## config.mk

```make
export PLATFORM = sky130hd
export DESIGN_NAME = evt_stamper
export DESIGN_NICKNAME = d
export VERILOG_FILES = /design/src/rtl/ets_pkg.sv /design/src/rtl/ets_edge_det.sv /design/src/rtl/ets_timed_slot.sv /design/src/rtl/ets_fifo.sv /design/src/rtl/evt_stamper.sv
export SDC_FILE = /design/constraint.sdc
export NUM_CORES = 1
export LEC_CHECK = 0
export CAP_MARGIN = 30
export CORE_ASPECT_RATIO = 1.75
export CORE_MARGIN = 2
export CORE_UTILIZATION = 33
export CTS_CLUSTER_DIAMETER = 80
export DETAILED_ROUTE_END_ITERATION = 10
export PLACE_DENSITY = 0.52
export SETUP_SLACK_MARGIN = 0.4
export SLEW_MARGIN = 40
export SYNTH_ARGS = -nofsm -noshare
export SYNTH_HDL_FRONTEND = slang
export SYNTH_SLANG_ARGS = --single-unit
```

## constraint.sdc

```tcl
create_clock -name clk_i -period 5.25 [get_ports clk_i]
set_input_delay 1.05 -clock clk_i [delete_from_list [all_inputs] [get_ports clk_i]]
set_output_delay 1.05 -clock clk_i [all_outputs]
set_load 0.1 [all_outputs]
```

## src/rtl/ets_pkg.sv

```systemverilog
package ets_pkg;
  localparam logic [1:0] GM_OFF  = 2'b00;
  localparam logic [1:0] GM_RISE = 2'b01;
  localparam logic [1:0] GM_FALL = 2'b10;
  localparam logic [1:0] GM_BOTH = 2'b11;
  localparam int unsigned DATA_W = 2;
  localparam int unsigned KIND_BIT = 1;
  localparam int unsigned LVL_BIT = 0;
endpackage

```

## src/rtl/ets_edge_det.sv

```systemverilog
module ets_edge_det #(
  parameter int unsigned SYNC = 2
) (
  input  logic clk_i,
  input  logic rst_ni,
  input  logic sig_i,
  output logic lvl_o,
  output logic rise_o,
  output logic fall_o
);
  logic [SYNC-1:0] sync_q;
  logic            prev_q;

  always_ff @(posedge clk_i or negedge rst_ni) begin
    if (!rst_ni) begin
      sync_q <= '0;
      prev_q <= 1'b0;
    end else begin
      sync_q <= {sync_q[SYNC-2:0], sig_i};
      prev_q <= sync_q[SYNC-1];
    end
  end

  assign lvl_o  = sync_q[SYNC-1];
  assign rise_o = lvl_o & ~prev_q;
  assign fall_o = ~lvl_o & prev_q;
endmodule

```

## src/rtl/ets_timed_slot.sv

```systemverilog
// Single pending command that fires once the wall clock reaches its time.
module ets_timed_slot #(
  parameter int unsigned TS_W = 32,
  parameter int unsigned PW   = 1
) (
  input  logic            clk_i,
  input  logic            rst_ni,
  input  logic            set_i,
  input  logic [TS_W-1:0] time_i,
  input  logic [PW-1:0]   pay_i,
  input  logic [TS_W-1:0] now_i,
  output logic            fire_o,
  output logic [PW-1:0]   pay_o
);
  logic            pend_q;
  logic [TS_W-1:0] time_q;
  logic [PW-1:0]   pay_q;

  assign fire_o = pend_q && (now_i >= time_q);
  assign pay_o  = pay_q;

  always_ff @(posedge clk_i or negedge rst_ni) begin
    if (!rst_ni) begin
      pend_q <= 1'b0;
      time_q <= '0;
      pay_q  <= '0;
    end else if (set_i) begin
      pend_q <= 1'b1;
      time_q <= time_i;
      pay_q  <= pay_i;
    end else if (fire_o) begin
      pend_q <= 1'b0;
    end
  end
endmodule

```

## src/rtl/ets_fifo.sv

```systemverilog
module ets_fifo #(
  parameter int unsigned W     = 34,
  parameter int unsigned DEPTH = 4,
  localparam int unsigned AW   = (DEPTH > 1) ? $clog2(DEPTH) : 1,
  localparam int unsigned CW   = $clog2(DEPTH + 1)
) (
  input  logic          clk_i,
  input  logic          rst_ni,
  input  logic          push_i,
  input  logic [W-1:0]  wdata_i,
  input  logic          pop_i,
  output logic [W-1:0]  head_o,
  output logic          empty_o,
  output logic          ovf_o,
  output logic [CW-1:0] fill_o
);
  logic [W-1:0]  mem_q [DEPTH];
  logic [AW-1:0] wr_q, rd_q;
  logic [CW-1:0] fill_q;
  logic          full, push_ok, pop_ok;

  function automatic logic [AW-1:0] nxt(input logic [AW-1:0] p);
    return (p == AW'(DEPTH - 1)) ? '0 : p + 1'b1;
  endfunction

  assign full    = (fill_q == CW'(DEPTH));
  assign empty_o = (fill_q == '0);
  assign push_ok = push_i & ~full;
  assign pop_ok  = pop_i & ~empty_o;
  assign ovf_o   = push_i & full;   // full judged before a same-cycle pop
  assign head_o  = mem_q[rd_q];
  assign fill_o  = fill_q;

  always_ff @(posedge clk_i) begin
    if (push_ok) mem_q[wr_q] <= wdata_i;
  end

  always_ff @(posedge clk_i or negedge rst_ni) begin
    if (!rst_ni) begin
      wr_q   <= '0;
      rd_q   <= '0;
      fill_q <= '0;
    end else begin
      if (push_ok) wr_q <= nxt(wr_q);
      if (pop_ok)  rd_q <= nxt(rd_q);
      if (push_ok && !pop_ok)      fill_q <= fill_q + 1'b1;
      else if (!push_ok && pop_ok) fill_q <= fill_q - 1'b1;
    end
  end
endmodule

```

## src/rtl/evt_stamper.sv

```systemverilog
module evt_stamper
  import ets_pkg::*;
#(
  parameter int unsigned TS_W  = 32,
  parameter int unsigned DEPTH = 4,
  parameter int unsigned SYNC  = 2
) (
  input  logic              clk_i,
  input  logic              rst_ni,
  input  logic              sig_i,
  input  logic              gate_set_i,
  input  logic [1:0]        gate_mode_i,
  input  logic [TS_W-1:0]   gate_time_i,
  input  logic              smp_set_i,
  input  logic [TS_W-1:0]   smp_time_i,
  input  logic              rd_req_i,
  output logic              rsp_valid_o,
  output logic              rsp_empty_o,
  output logic              rsp_ovf_o,
  output logic              rsp_gate_o,
  output logic [TS_W-1:0]   rsp_ts_o,
  output logic [DATA_W-1:0] rsp_data_o,
  output logic [TS_W-1:0]   now_o
);
  localparam int unsigned EW = TS_W + DATA_W;
  localparam int unsigned CW = $clog2(DEPTH + 1);

  logic [TS_W-1:0] now_q;
  logic            lvl, rise, fall;
  logic            g_fire, s_fire, s_pay;
  logic [1:0]      g_pay, mode_q, mode_eff;
  logic            hit, push, fifo_ovf, empty, ovf_q;
  logic [EW-1:0]   wentry, head;
  logic [CW-1:0]   fill_w;

  always_ff @(posedge clk_i or negedge rst_ni) begin
    if (!rst_ni) now_q <= '0;
    else         now_q <= now_q + 1'b1;
  end
  assign now_o = now_q;

  ets_edge_det #(.SYNC(SYNC)) u_edge (
    .clk_i, .rst_ni, .sig_i,
    .lvl_o(lvl), .rise_o(rise), .fall_o(fall)
  );

  ets_timed_slot #(.TS_W(TS_W), .PW(2)) u_gate_slot (
    .clk_i, .rst_ni, .set_i(gate_set_i), .time_i(gate_time_i),
    .pay_i(gate_mode_i), .now_i(now_q), .fire_o(g_fire), .pay_o(g_pay)
  );

  ets_timed_slot #(.TS_W(TS_W), .PW(1)) u_smp_slot (
    .clk_i, .rst_ni, .set_i(smp_set_i), .time_i(smp_time_i),
    .pay_i(1'b1), .now_i(now_q), .fire_o(s_fire), .pay_o(s_pay)
  );

  // gate change applies within the cycle its time is reached
  assign mode_eff = g_fire ? g_pay : mode_q;

  always_ff @(posedge clk_i or negedge rst_ni) begin
    if (!rst_ni)     mode_q <= GM_OFF;
    else if (g_fire) mode_q <= g_pay;
  end

  assign hit  = (mode_eff[0] & rise) | (mode_eff[1] & fall);
  assign push = (s_fire & s_pay) | hit;
  // sample wins over a coincident edge: one entry, kind=sample
  assign wentry = {now_q, (s_fire & s_pay), lvl};

  ets_fifo #(.W(EW), .DEPTH(DEPTH)) u_fifo (
    .clk_i, .rst_ni, .push_i(push), .wdata_i(wentry), .pop_i(rd_req_i),
    .head_o(head), .empty_o(empty), .ovf_o(fifo_ovf), .fill_o(fill_w)
  );

  always_ff @(posedge clk_i or negedge rst_ni) begin
    if (!rst_ni)       ovf_q <= 1'b0;
    else if (fifo_ovf) ovf_q <= 1'b1;
    else if (rd_req_i) ovf_q <= 1'b0;
  end

  always_ff @(posedge clk_i or negedge rst_ni) begin
    if (!rst_ni) begin
      rsp_valid_o <= 1'b0;
      rsp_empty_o <= 1'b1;
      rsp_ovf_o   <= 1'b0;
      rsp_gate_o  <= 1'b0;
      rsp_ts_o    <= '0;
      rsp_data_o  <= '0;
    end else begin
      rsp_valid_o <= rd_req_i;
      if (rd_req_i) begin
        rsp_empty_o <= empty;
        rsp_ovf_o   <= ovf_q;
        rsp_gate_o  <= (mode_eff != GM_OFF);
        rsp_ts_o    <= empty ? '0 : head[EW-1:DATA_W];
        rsp_data_o  <= empty ? '0 : head[DATA_W-1:0];
      end
    end
  end
endmodule

```

==> impl_results.md <==
- DR vias: between 7,000 and 8,000
- Die footprint: 40,120 sq um
- Number of synthesized flops with an enable pin: 136
- Crit end category: register
- CTS tree: built
- Warning count from the yosys run: 0
- Critical Path Start: now_o[25]
- Hold_buf cts: 0
- Crit share post-route: 0.7472
- Syn Inst Count: 981
- Min Tclk post-route: 3.923 ns
- Port bufs: 141
- #FFs+latches synth: 288
- Total CTS buffers: 28
- DR iter-0 viols: 355
- GR Util All Layers: 0.1442
- Mapped Area: 12,700 sq um
- Area Overhead vs Synth: 18.95%
- Clock power share: 0.300
- Unique masters post-synth: 55
- RSZ-0062 raised after global routing: false
- Pin count of the biggest net entering global routing: 89
- Internal: 4.202 mW
- Remaining Overflow, GRT: 0
- Number of global-route vias before repair: 7,947
- Critical Path Fanout Max: 10
- Syn avg cell area: roughly 13 sq um
- Synth Net Count: 1,125
- Crit path DAT: 4.35 ns
- Nets: 1,245
- Net Sw Power: 2.434 mW
- Crit path buffers/inverters: 2
- Hold WC Path Type: register to register
- CP Cell Sequence: ha_1 -> nand4_1 -> nor4_1 -> nand3_1 -> a31oi_4 -> nor3_2 -> a22oi_4 -> inv_1 -> ha_1 -> inv_1 -> fa_1 -> mux2_2
- Max-slew violation count: 0
- CTS max path bufs: 3
- Switching Share: 0.3668
- Final WL: 28.60 mm
- Count of final setup violators: 0
- Register area share after synthesis: 0.6214
- Hold Fails Final Rpt: 0
- Placed inst area: 14,170 sq um
- Max Fclk: 254.9 MHz
- Die H: 263.5 microns
- Vias per cell: 4.637
- Cts repair resizes: 0
- CTS H-tree lvls: 1
- Worst path top cell family by delay: simple AND/OR/NAND/NOR gates
- Outcome: complete, no violations
- Worst setup SP type: register
- Initial Utilization: 0.3327
- Pin slew with the least headroom to its limit: around 0.83 ns
- Leak: 6.609 nW
- Post-CTS Setup Inserts: 0
- Critical Path RT: around 5.7 ns
- Final non-filler cell area: 15,100 sq um
- Seq pwr share: 0.399
- Total core area: 38,160 sq um
- Hpwl dp: 20.38 mm
- Min-delay src: u_edge.sync_q[0]
- CP Class: register to register
- Share of cells above drive strength 1: 0.1728
- Pwr Density: between 400 and 500 nW/um^2
- Drt wl/cell: 17.79 microns
- Ys async rst share: 0.5278
- Post-route ant nets: 0
- VDD IR max: 0.2208 mV
- RePlAce Congestion: 0.7787
- Drt pass-1 iters: 4
- Fillers: 3,622
- IO Pins: around 140
- Critical path's slowest cell: nor4_1
- Initial antenna violation count: 0
- Antenna cells: 0
- Chip width: around 150 microns
- First-pass GRT wire length: 45.72 mm
- DR DRC count: 0
- Rows: 95
- Reg2Reg Launch Point: now_o[25]
- Clock sink count: 288
- Worst-path clk slew: 0.07 ns
- Total of max-cap violations: 0
- Most common flop cell mapped by yosys: dfrtp_1
- Max-slew headroom at the worst pin: 0.4420
- Setup TNS: 0 ns
- Combinational group share of total power: 0.302
- CTS root buf: clkbuf_16
- Slowest Stage Delay on Critical Path: 0.77 ns
- Worst-case clock skew: 0.01508 ns
- Worst skew pair latency: 0.55 ns
[registers in the layout, summed over array words and instances (netlist names), 3 cells and up]
signal / flops
u_fifo.fill_o: 3
u_gate_slot.time_q: 32
rsp_ts_o: 32
u_smp_slot.time_q: 32
now_o: 32
u_fifo.mem_q: 136
[layout make-up]
cell class	instances	area, sq um	share of cell area
inverter	144	540.5	0.03579
tap	485	606.8	0.04018
sequential	288	7890	0.5225
clock inverter	10	61.31	0.004060
timing repair buffer	152	1189	0.07871
clock buffer	42	865.8	0.05733
multi-input combinational	487	3949	0.2615
[synthesized netlist by cell type (2+ instances only)]
master / count / area, sq um
nor3_2: 2 / 20.02
o21a_1: 6 / 45.04
dfrtp_1: 151 / 3779
nand3_1: 15 / 75.07
buf_2: 3 / 15.01
ha_1: 71 / 888.4
xor2_1: 10 / 87.58
o221ai_1: 2 / 17.52
or2_2: 2 / 12.51
mux2_2: 10 / 112.6
mux2_4: 2 / 30.03
edfxtp_1: 136 / 4084
a21o_1: 4 / 30.03
xnor2_1: 23 / 201.4
a21oi_1: 25 / 125.1
nand2b_1: 3 / 18.77
and3_1: 13 / 81.33
buf_1: 5 / 18.77
o21ai_0: 73 / 365.4
nand4_1: 14 / 87.58
nand2_1: 88 / 330.3
inv_1: 144 / 540.5
nor2b_1: 2 / 12.51
buf_4: 32 / 240.2
mux4_2: 34 / 765.7
nor2_1: 18 / 67.56
a211oi_1: 4 / 30.03
clkbuf_1: 22 / 82.58
o22ai_1: 35 / 219.0
nor3_1: 7 / 35.03
[power groups by stage]
stage          clock network, mW  logic (mW)  registers (mW)
3_3_place_gp                   0        2.14            2.70
4_1_cts                     2.06        2.05            2.65
3_5_place_dp                   0        2.04            2.70
6_report                    1.99        2.00            2.65
5_1_grt                     2.14        2.13            2.67
2_1_floorplan                  0       0.675            3.61
[cells by family after synthesis]
logic type	Yosys count	synth area share
XOR/XNOR	33	0.02276
AND/OR/NAND/NOR	169	0.06159
flip-flops	288	0.6214
multiplexers	47	0.07234
adder cells (fa/ha/maj)	72	0.07155
buffers and inverters	206	0.07066
AO/OA/AOI/OAI	166	0.07973
[stage by stage]
| step | utilization | hold WS (ns) | power, mW | setup slack [ns] | std cells |
|---|---|---|---|---|---|
| finish | 0.3958 | 0.3662 | 6.636 | 1.327 | 1608 |
| global placement | 0.3802 | 0.3386 | 4.845 | 1.459 | 1556 |
| detailed placement | 0.3715 | 0.3451 | 4.741 | 1.337 | 1556 |
| CTS | 0.3958 | 0.3727 | 6.758 | 1.322 | 1608 |
| global route | 0.3958 | 0.3803 | 6.944 | 1.076 | 1608 |
| floorplan | - | 0.3312 | 4.287 | 1.335 | 981 |
[layout by cell type, fill, tap and decap left out, types with 3 or more instances in the layout]
cell type and n:
clkbuf_8 7, nand3_1 15, nor2_4 3, clkinvlp_4 3, mux4_2 34, nand2b_1 3, ha_1 71, nand4_1 14
a21o_1 4, dfrtp_1 150, clkdlybuf4s50_1 68, clkbuf_1 5, a21oi_1 25, buf_2 72, nand2_1 88, xor2_1 10
buf_4 7, o21ai_0 73, nor2_1 14, nor3_1 7, mux2_2 10, xnor2_1 23, clkbuf_16 30, a211oi_1 4
buf_12 4, inv_1 144, clkinv_2 4, o21a_1 6, and3_1 13, o22ai_1 35, edfxtp_1 136
[worst paths after layout]
check,slack [ns],endpoint,cells after the start
setup / recovery,1.33,u_fifo.fill_o[1],12
hold / removal,0.37,u_edge.sync_q[1],0
setup reg to reg,1.33,u_fifo.fill_o[1],12
hold reg to reg,0.37,u_edge.sync_q[1],0
max in group asynchronous,3.89,now_o[3],2
min in group asynchronous,0.53,rsp_ts_o[27],1
[worst reg2reg max path, cell delays in order (launching register included)]
cell     delay, ns
dfrtp_1       0.49
ha_1          0.37
nand4_1       0.19
nor4_1        0.77
nand3_1       0.25
a31oi_4       0.22
nor3_2        0.07
a22oi_4       0.39
inv_1         0.09
ha_1          0.21
inv_1         0.08
fa_1          0.41
mux2_2        0.27
[metal layers]
| layer | wire [microns] | up-vias | global-route usage |
|---|---|---|---|
| li1 | - | 3648 | - |
| met1 | 11860 | 3651 | 0.1744 |
| met2 | 15160 | 116 | 0.2632 |
| met3 | 866 | 41 | 0.01975 |
| met4 | 718 | 0 | 0.04749 |
| met5 | 0 | - | 0 |
(Power assumes the default switching activity.)
